--- config.mk ---
export PLATFORM = sky130hd
export DESIGN_NAME = spi_fifo_buf
export DESIGN_NICKNAME = d
export VERILOG_FILES = /design/src/rtl/spi_fifo_pkg.sv /design/src/rtl/spi_sync_fifo.sv /design/src/rtl/spi_rx_timeout.sv /design/src/rtl/spi_fifo_buf.sv
export SDC_FILE = /design/constraint.sdc
export NUM_CORES = 1
export LEC_CHECK = 0
export ABC_CLOCK_PERIOD_IN_PS = 5460
export BUFFER_PORTS_ARGS = -buffer_cell sky130_fd_sc_hd__clkbuf_2
export CAP_MARGIN = 30
export CORE_UTILIZATION = 55
export CTS_BUF_LIST = sky130_fd_sc_hd__clkbuf_4
export CTS_CLUSTER_DIAMETER = 200
export DETAILED_ROUTE_END_ITERATION = 10
export PLACE_DENSITY = 0.74
export SYNTH_ARGS = -nofsm -noshare
export SYNTH_HDL_FRONTEND = slang
export SYNTH_SLANG_ARGS = --single-unit
--- constraint.sdc ---
create_clock -name clk -period 5.46 [get_ports clk]
set_input_delay 0.273 -clock clk [delete_from_list [all_inputs] [get_ports clk]]
set_output_delay 0.273 -clock clk [all_outputs]
set_load 0.005 [all_outputs]
--- src/rtl/spi_fifo_pkg.sv ---
package spi_fifo_pkg;
  localparam int unsigned WORD_W     = 32;
  localparam int unsigned FIFO_DEPTH = 8;
  localparam int unsigned TMO_TICKS  = 64;
  localparam int unsigned THR_W      = 2;

  function automatic int unsigned count_width(input int unsigned depth);
    return $clog2(depth + 1);
  endfunction
endpackage

--- src/rtl/spi_sync_fifo.sv ---
module spi_sync_fifo #(
  parameter int unsigned W     = 32,
  parameter int unsigned DEPTH = 8,
  localparam int unsigned AW   = (DEPTH > 1) ? $clog2(DEPTH) : 1,
  localparam int unsigned CW   = $clog2(DEPTH + 1)
) (
  input  logic          clk,
  input  logic          rst_n,
  input  logic          flush,
  input  logic          push,
  input  logic [W-1:0]  push_data,
  input  logic          pop,
  output logic [W-1:0]  head_data,
  output logic [CW-1:0] count,
  output logic          full,
  output logic          empty,
  output logic          drop
);
  logic [W-1:0]  mem [DEPTH];
  logic [AW-1:0] wr_ptr, rd_ptr;
  logic          do_push, do_pop;

  function automatic logic [AW-1:0] ptr_inc(input logic [AW-1:0] p);
    return (p == AW'(DEPTH - 1)) ? '0 : p + 1'b1;
  endfunction

  assign empty   = (count == '0);
  assign full    = (count == CW'(DEPTH));
  assign do_pop  = pop && !empty;
  assign do_push = push && (!full || do_pop);
  assign drop    = push && !do_push && !flush;

  always_ff @(posedge clk or negedge rst_n) begin
    if (!rst_n) begin
      wr_ptr <= '0;
      rd_ptr <= '0;
      count  <= '0;
    end else if (flush) begin
      wr_ptr <= '0;
      rd_ptr <= '0;
      count  <= '0;
    end else begin
      if (do_push) wr_ptr <= ptr_inc(wr_ptr);
      if (do_pop)  rd_ptr <= ptr_inc(rd_ptr);
      if (do_push && !do_pop)      count <= count + 1'b1;
      else if (do_pop && !do_push) count <= count - 1'b1;
    end
  end

  always_ff @(posedge clk) begin
    if (do_push && !flush) mem[wr_ptr] <= push_data;
  end

  assign head_data = empty ? '0 : mem[rd_ptr];

  p_count_bound_r1: assert property (@(posedge clk) disable iff (!rst_n)
    count <= CW'(DEPTH));
  p_flush_empties_r6: assert property (@(posedge clk) disable iff (!rst_n)
    flush |=> (count == '0));
  p_push_pop_hold_r2: assert property (@(posedge clk) disable iff (!rst_n)
    (push && pop && !empty && !flush) |=> $stable(count));
  p_no_underflow_r2: assert property (@(posedge clk) disable iff (!rst_n)
    (empty && pop && !push) |=> (count == '0));
endmodule

--- src/rtl/spi_rx_timeout.sv ---
module spi_rx_timeout #(
  parameter int unsigned LIMIT = 64,
  localparam int unsigned CW   = $clog2(LIMIT + 1)
) (
  input  logic clk,
  input  logic rst_n,
  input  logic active,
  input  logic restart,
  input  logic tick,
  input  logic clr,
  output logic flag
);
  logic [CW-1:0] ticks;
  logic          hold_zero, hit;

  assign hold_zero = restart || !active;
  assign hit       = !hold_zero && tick && (ticks == CW'(LIMIT - 1));

  always_ff @(posedge clk or negedge rst_n) begin
    if (!rst_n)                                ticks <= '0;
    else if (hold_zero)                        ticks <= '0;
    else if (tick && (ticks != CW'(LIMIT)))    ticks <= ticks + 1'b1;
  end

  always_ff @(posedge clk or negedge rst_n) begin
    if (!rst_n)              flag <= 1'b0;
    else if (hit)            flag <= 1'b1;
    else if (restart || clr) flag <= 1'b0;
  end

  p_tmo_needs_data_r7: assert property (@(posedge clk) disable iff (!rst_n)
    $rose(flag) |-> ($past(active) && $past(tick)));
  p_tmo_cleared_by_read_r7: assert property (@(posedge clk) disable iff (!rst_n)
    restart |=> !flag);
endmodule

--- src/rtl/spi_fifo_buf.sv ---
module spi_fifo_buf
  import spi_fifo_pkg::*;
#(
  parameter int unsigned W      = WORD_W,
  parameter int unsigned DEPTH  = FIFO_DEPTH,
  parameter int unsigned TICKS  = TMO_TICKS,
  parameter int unsigned TW     = THR_W,
  localparam int unsigned CW    = count_width(DEPTH)
) (
  input  logic          clk,
  input  logic          rst_n,
  input  logic          fifo_mode,
  input  logic          tx_in_valid,
  output logic          tx_in_ready,
  input  logic [W-1:0]  tx_in_data,
  output logic          tx_out_valid,
  input  logic          tx_out_ready,
  output logic [W-1:0]  tx_out_data,
  input  logic          xfer_done,
  input  logic          rx_in_valid,
  input  logic [W-1:0]  rx_in_data,
  output logic          rx_out_valid,
  input  logic          rx_out_ready,
  output logic [W-1:0]  rx_out_data,
  input  logic          tx_flush,
  input  logic          rx_flush,
  input  logic          sclk_tick,
  input  logic [TW-1:0] rx_thresh,
  input  logic [TW-1:0] tx_thresh,
  input  logic          ovr_clr,
  input  logic          tmo_clr,
  input  logic          ie_rx,
  input  logic          ie_tx,
  input  logic          ie_ovr,
  input  logic          ie_tmo,
  output logic [CW-1:0] tx_count,
  output logic [CW-1:0] rx_count,
  output logic          tx_full,
  output logic          tx_empty,
  output logic          rx_full,
  output logic          rx_empty,
  output logic          rx_thr_sts,
  output logic          tx_thr_sts,
  output logic          ovr_flag,
  output logic          tmo_flag,
  output logic          busy,
  output logic          irq
);
  logic tx_push, tx_pop, rx_pop, rx_drop, tx_drop_unused, in_flight;

  assign tx_in_ready  = !tx_full;
  assign tx_push      = tx_in_valid && tx_in_ready;
  assign tx_out_valid = fifo_mode && !tx_empty;
  assign tx_pop       = tx_out_valid && tx_out_ready;
  assign rx_out_valid = !rx_empty;
  assign rx_pop       = rx_out_valid && rx_out_ready;

  spi_sync_fifo #(.W(W), .DEPTH(DEPTH)) u_tx_q (
    .clk(clk), .rst_n(rst_n), .flush(tx_flush),
    .push(tx_push), .push_data(tx_in_data), .pop(tx_pop),
    .head_data(tx_out_data), .count(tx_count),
    .full(tx_full), .empty(tx_empty), .drop(tx_drop_unused)
  );

  spi_sync_fifo #(.W(W), .DEPTH(DEPTH)) u_rx_q (
    .clk(clk), .rst_n(rst_n), .flush(rx_flush),
    .push(rx_in_valid), .push_data(rx_in_data), .pop(rx_pop),
    .head_data(rx_out_data), .count(rx_count),
    .full(rx_full), .empty(rx_empty), .drop(rx_drop)
  );

  spi_rx_timeout #(.LIMIT(TICKS)) u_tmo (
    .clk(clk), .rst_n(rst_n), .active(!rx_empty),
    .restart(rx_pop || rx_flush), .tick(sclk_tick),
    .clr(tmo_clr), .flag(tmo_flag)
  );

  always_ff @(posedge clk or negedge rst_n) begin
    if (!rst_n)       ovr_flag <= 1'b0;
    else if (rx_drop) ovr_flag <= 1'b1;
    else if (ovr_clr) ovr_flag <= 1'b0;
  end

  always_ff @(posedge clk or negedge rst_n) begin
    if (!rst_n)         in_flight <= 1'b0;
    else if (tx_pop)    in_flight <= 1'b1;
    else if (xfer_done) in_flight <= 1'b0;
  end

  assign busy       = fifo_mode && (!tx_empty || in_flight);
  assign rx_thr_sts = rx_count >  CW'(rx_thresh);
  assign tx_thr_sts = tx_count <= CW'(tx_thresh);
  assign irq = (rx_thr_sts && ie_rx) || (tx_thr_sts && ie_tx)
            || (ovr_flag && ie_ovr) || (tmo_flag && ie_tmo);

  p_ovr_set_r5: assert property (@(posedge clk) disable iff (!rst_n)
    (rx_in_valid && rx_full && !rx_out_ready && !rx_flush) |=> ovr_flag);
  p_ovr_sticky_r5: assert property (@(posedge clk) disable iff (!rst_n)
    (ovr_flag && !ovr_clr) |=> ovr_flag);
  p_busy_on_write_r8: assert property (@(posedge clk) disable iff (!rst_n)
    (fifo_mode && tx_push && !tx_flush) |=> (busy || !fifo_mode));
  p_ready_when_full_r1: assert property (@(posedge clk) disable iff (!rst_n)
    (tx_full && !tx_flush && !tx_pop) |=> !tx_in_ready);
endmodule

==> run summary, run 1 <==
Die area -> 39,700 µm²
Post-synthesis sequential area ratio -> 75.4%
Post-Synth Adder-Cell Area -> 1.18%
Yosys warns -> 0
Vias in the first global route -> 12.0k
ANT nets after route -> 0
Area contributors post-synth -> edfxtp_1 72%, mux4_2 13%, dfrtp_1 3.5%
Initial antenna violation count -> 3
Cell taking the most area after synthesis -> edfxtp_1
Pin count of the biggest net entering global routing -> 45
VDD IR max -> 0.284 mV
Initial core utilization -> 56.4%
Worst EP arrival -> 3.43 ns
Reg clk slew, reported paths -> 0.06 ns
Area Overhead vs Synth -> 19.4%
Core area -> 37,900 µm²
Final Cycle Share -> 67.9%
Yosys top cell area share -> 71.9%
Buffers on Ports -> 169
Worst Hold Class -> input port to asynchronous set/reset pin
Crit Path Category -> flop to primary output
Root buffer cell -> clkbuf_4
Final RePlAce weighted congestion -> 0.766
Pre-antenna DRT Iters -> 5
Clock Path Buffers -> 3
Number of gates resized after CTS -> 0
H-tree Lvls -> 4
Syn avg cell area -> 20.5 µm²
DR WL/cell -> 21.2 µm
Startpoint types -> flop
Compound-Gate Fraction of Synth Area -> 1.52%
Placed insts -> 1,697
Largest family of logic cells by synthesized area -> multiplexers
PnR worst setup slack -> 1.75 ns
Post-DP HPWL -> 23.2 mm
Crit-path cells -> buf_4 -> mux4_2 -> mux2i_1 -> nor2_1 -> clkbuf_2
Layout cell share with drive strength beyond 1 -> 37.1%
Setup TNS -> 0 ns
Clk Latency, worst-skew pair -> 0.82 ns
Post-Syn Nets -> 1,146
Synth top cells by count -> 512 x edfxtp_1, 128 x mux4_2, 89 x nor2_1
Mapped cell area -> 21,400 µm²
Multi-input gate area in the final layout -> 5080 µm²
Mapped Cells -> 1,042
Global-route wire length before repair -> 65.3 mm
Num CTS Buffers -> 136
Number of synthesized flops with an enable pin -> 512
Nets -> 1,511
RSZ-0062 raised after global routing -> false
Post-synthesis simple-gate area fraction -> 3.43%
Crit path time final -> 3.71 ns
Register area -> 16,100 µm²
Endpoints failing setup -> 0
# DRC -> 0
Filler cell count -> 2,517
Row count -> 71
Max-slew violations -> 0
GR Util All Layers -> 22.3%
Congestion Overflow GR -> 0
PwrDens -> 402 nW/µm²
TritonCTS clock tree -> yes
Multiplexer share of the synthesized area -> 16.7%
Setup Skew -> 0.0544 ns
Leakage power -> 8.68 nW
CTS sink cnt -> 542
Status -> complete, no violations
Final core utilization -> 67.3%
Slew margin rel. -> 40.5%
Worst slew pin tran -> 0.893 ns
Most frequent cell after synthesis -> edfxtp_1
Initial drt markers -> 628
Worst Setup End Kind -> primary output
Synth unique cells -> 55
Asr flop ratio synth -> 5.54%
Slowest CP cell -> dfrtp_4
Dominant synthesized flop cell -> edfxtp_1
Placement Setup Slack -> 2.55 ns
Die Y -> 199 µm
DR vias/cell -> 5.64
Non-Filler Instances -> 2,017
Worst stage delay on the critical path -> 0.81 ns
I/O pins -> 170
Die Width -> 199 µm
Worst-path fanout max -> 38
Final hold vios -> 0
Synth Register Bits -> 542
DRT Wirelength -> 42.7 mm
Via Count -> 11.4k
Max_cap viols -> 0
Fraction of synthesized cell area in xor and xnor cells -> 0.410%
Critical path required time -> 5.19 ns
Fmax -> 0.270 GHz
flip-flops by register name, indices dropped and copies added (netlist names):
signal,cells
in_flight,1
ovr_flag,1
u_rx_q.count,4
u_rx_q.mem,256
u_rx_q.rd_ptr,3
u_rx_q.wr_ptr,3
u_tmo.flag,1
u_tmo.ticks,7
u_tx_q.count,4
u_tx_q.mem,256
u_tx_q.rd_ptr,3
u_tx_q.wr_ptr,3
through the flow:
stage | total power, W | area, µm² | hold WS [ns]
2_1_floorplan | 0.00621 | 21400 | -0.0226
3_5_place_dp | 0.00703 | 23000 | 0.407
6_report | 0.0103 | 25500 | 0.0925
3_3_place_gp | 0.00699 | 23000 | 0.399
5_1_grt | 0.0108 | 25500 | 0.0839
4_1_cts | 0.0104 | 25500 | 0.0488
critical path, delay by kind of cell (launching register included):
kind                   cells  cell delay, ns
and+or+nand+nor            1            0.09
buffers and inverters      2            0.86
DFF                        1            0.81
muxes                      2            0.81
power breakdown:
part | switching, W | internal (W)
combinational | 0.00105 | 0.00102
sequential | 0.000212 | 0.00468
clock | 0.00155 | 0.00174
total | 0.00282 | 0.00744
what timing repair did:
| item | CTS | global route |
|---|---|---|
| hold buffers | 83 | 0 |
| endpoints found under the hold margin | 572 | 0 |
| buffers inserted | 0 | 0 |
cell usage in the layout (no fill, tap or decap), drive strengths merged, types with 12 or more instances in the layout:
cell type,netlist,routed
edfxtp,512,512
clkbuf,29,357
mux4,128,128
nor2,89,89
dlygate4sd3,0,83
mux2i,69,69
clkinv,2,38
dfrtp,30,30
buf,21,25
inv,19,22
nand2,19,19
ha,17,17
a21oi,12,12
per-layer routing:
layer	track usage (%)	vias to the layer above	wire, µm
met4	9.60	0	925
met2	37.6	360	22400
met1	27.5	5839	16800
li1	-	5096	-
met3	5.81	79	2550
met5	0	-	0
worst paths after layout:
path                             startpoint                end  slack [ns]  cells past startpoint
max                        u_tx_q.rd_ptr[0]    tx_out_data[15]        1.75                      5
min                                   rst_n   u_tx_q.rd_ptr[0]        0.09                      2
max reg2reg                 u_rx_q.count[2]    u_rx_q.count[3]        2.60                      7
min reg2reg                  u_tmo.ticks[5]     u_tmo.ticks[5]        0.58                      2
max in group asynchronous             rst_n   u_rx_q.rd_ptr[0]        4.77                      2
min in group clk             rx_in_data[25]  u_rx_q.mem[1][25]        0.29                      2
layout make-up:
cell class | instances | area share (%)
Timing Repair Buffer | 277 | 7.35
Sequential cell | 542 | 63.2
Antenna cell | 4 | 0.0392
Inverter | 21 | 0.314
Clock inverter | 45 | 1.15
Tap cell | 511 | 2.50
Clock buffer | 188 | 5.53
Multi-Input combinational cell | 429 | 19.9
logic make-up (layout without fill, tap and decap cells):
logic type      after synthesis  after routing
mux                         197            197
buf+inv                      71            531
simple gates                158            158
xor+xnor                     10             10
compound gates               45             45
fa+ha+maj                    19             19
flops                       542            542
other cells                   0              4
(Power assumes the default switching activity.)
==> inputs of run 2 (changes only) <==
Settings changed: ABC_CLOCK_PERIOD_IN_PS 5460 to 2990, PLACE_DENSITY 0.74 to 0.77.
Clock period 5.46 ns to 2.99 ns, I/O delays scaled along.
==> run 2 against run 1 <==
Core utilization up 1.5 points. Non-clock buffer count grew 27. Sequential cell count unchanged. Clock skew shrank 0.013 ns. Total power up 90%. Critical path depth unchanged. Largest cell class unchanged. Die area unchanged. Largest power group unchanged.
==> run summary, run 2 (synthesized netlist as in run 1, its figures left out) <==
Clk pwr share -> 32.5%
Setup Skew -> 0.0418 ns
DR WL/cell -> 21.8 µm
Critical path required time -> 2.84 ns
Delay-heaviest family, CP -> flip-flops
Row count -> 71
Core area -> 37,900 µm²
Root buffer cell -> clkbuf_4
Worst EP arrival -> 2.65 ns
Congestion Overflow GR -> 0
Final RePlAce weighted congestion -> 0.847
Area Overhead vs Synth -> 22.0%
Worst slew pin tran -> 0.934 ns
Die area -> 39,700 µm²
Final core utilization -> 68.8%
Worst Setup End Kind -> primary output
Clock Path Buffers -> 3
Sw power -> 0.00527 W
Final Cycle Share -> 93.8%
Crit-path cells -> buf_4 -> mux4_2 -> mux2i_1 -> nor2_1 -> clkbuf_2
TritonCTS clock tree -> yes
H-tree Lvls -> 4
GR Util All Layers -> 23.4%
Commonest non-fill, non-tap cell in the layout -> edfxtp_1
Power, Total -> 0.0195 W
Final hold vios -> 0
Setup TNS -> 0 ns
Slowest CP cell -> dfrtp_2
Initial core utilization -> 56.4%
Reg clk slew, reported paths -> 0.07 ns
Initial antenna violation count -> 2
Max_cap viols -> 0
Post-DP HPWL -> 23.7 mm
P_int -> 0.0142 W
Initial drt markers -> 705
Sw Share -> 27.1%
Slew margin rel. -> 37.7%
Die Y -> 199 µm
Pre-antenna DRT Iters -> 5
Global-route wire length before repair -> 67.9 mm
Metal-1 WL -> 17.1 mm
Buffers on Ports -> 169
Routed met2 length -> 23.5 mm
Fmax -> 0.357 GHz
Wire length on met3 -> 2.66 mm
Clk Latency, worst-skew pair -> 0.82 ns
Worst-path fanout max -> 27
Crit path time final -> 2.80 ns
DRT Wirelength -> 44.4 mm
VDD IR max -> 0.614 mV
# DRC -> 0
Num CTS Buffers -> 135
I/O pins -> 170
Worst Hold Class -> input port to flop
Startpoint types -> flop
Max-slew violations -> 0
PwrDens -> 746 nW/µm²
Top Metal Used -> met4
Pin count of the biggest net entering global routing -> 63
Status -> complete, no violations
Die Width -> 199 µm
Worst stage delay on the critical path -> 0.59 ns
Nets -> 1,537
Sequential cell fraction of total power -> 45.0%
DR vias/cell -> 5.65
Layout cell share with drive strength beyond 1 -> 38.5%
CTS sink cnt -> 542
Crit Path Category -> flop to primary output
Endpoints failing setup -> 0
RSZ-0062 raised after global routing -> false
Combinational Power Share -> 22.5%
Largest registers -> u_rx_q.mem (256), u_tx_q.mem (256), u_tmo.ticks (7)
Most frequent cells in the layout -> 512 x edfxtp_1, 197 x clkbuf_4, 169 x clkbuf_2
Leakage power -> 8.91 nW
CP bufs+invs -> 2
Via Count -> 11.5k
ANT nets after route -> 0
Vias in the first global route -> 12.3k
Hold WS -> 0.162 ns
-- run 2: cell types whose count changed in the layout (fill, tap and decap cells not counted), sizes merged, moves of 2 or more --
cell,change
bufinv,+3
dlygate4sd3,+4
clkinv,-14
diode,-2
buf,+23
clkbuf,+9
-- run 2: timing repair --
action	4_1_cts	5_1_grt
setup buffers	3	8
hold buffers	88	0
endpoints found under the setup margin	54	5
hold endpoints to repair	572	0
gates resized for setup	2	2
-- run 2: worst reg2reg max path, delay by kind of cell (launching register included) --
kind / cells / cell delay, ns
buf+inv: 1 / 0.08
mux: 1 / 0.08
simple gates: 2 / 0.39
flops: 1 / 0.50
fa+ha+maj: 1 / 0.36
compound gates: 4 / 1.24
-- run 2: path summary, 6_finish.rpt --
check	startpoint	endpoint	slack [ns]	depth (start not counted)
setup / recovery	u_tx_q.rd_ptr[1]	tx_out_data[8]	0.19	5
hold / removal	rx_in_data[26]	u_rx_q.mem[1][26]	0.16	2
setup reg to reg	u_tx_q.count[1]	u_tx_q.count[3]	0.24	9
hold reg to reg	u_tmo.ticks[1]	u_tmo.ticks[1]	0.60	2
max in group asynchronous	rst_n	u_tx_q.rd_ptr[0]	2.30	4
min in group asynchronous	rst_n	ovr_flag	0.47	4
-- run 2: per-layer routing --
layer / track usage, % / up-vias
met5: 0 / -
met2: 40.5 / 389
li1: - / 5139
met4: 10.3 / 0
met1: 27.8 / 5911
met3: 5.67 / 77
-- run 2: through the flow --
stage               area [µm²]  instances  setup slack (ns)
finish                   26100       2039             0.187
global route             26100       2039            0.0113
CTS                      26000       2029            0.0187
detailed placement       23300       1708             0.223
global placement         23200       1706             0.313
floorplan                21400       1042            -0.684
-- run 2: area by class of cell --
type / count / area [µm²]
timing repair buffer: 304 / 2300
antenna: 2 / 5.00
fill: 2342 / 11900
clock buffer: 197 / 1480
sequential: 542 / 16100
tap: 511 / 639
clock inverter: 33 / 299
multi-input combinational: 429 / 5140
inverter: 21 / 80.1
-- run 2: power by group through the flow --
stage               Combinational [W]  Sequential [W]  Clock (W)
floorplan                     0.00251         0.00882          0
global placement              0.00388         0.00899          0
detailed placement            0.00395         0.00901          0
CTS                           0.00426         0.00878    0.00647
global route                  0.00477         0.00878    0.00686
finish                        0.00437         0.00876    0.00633
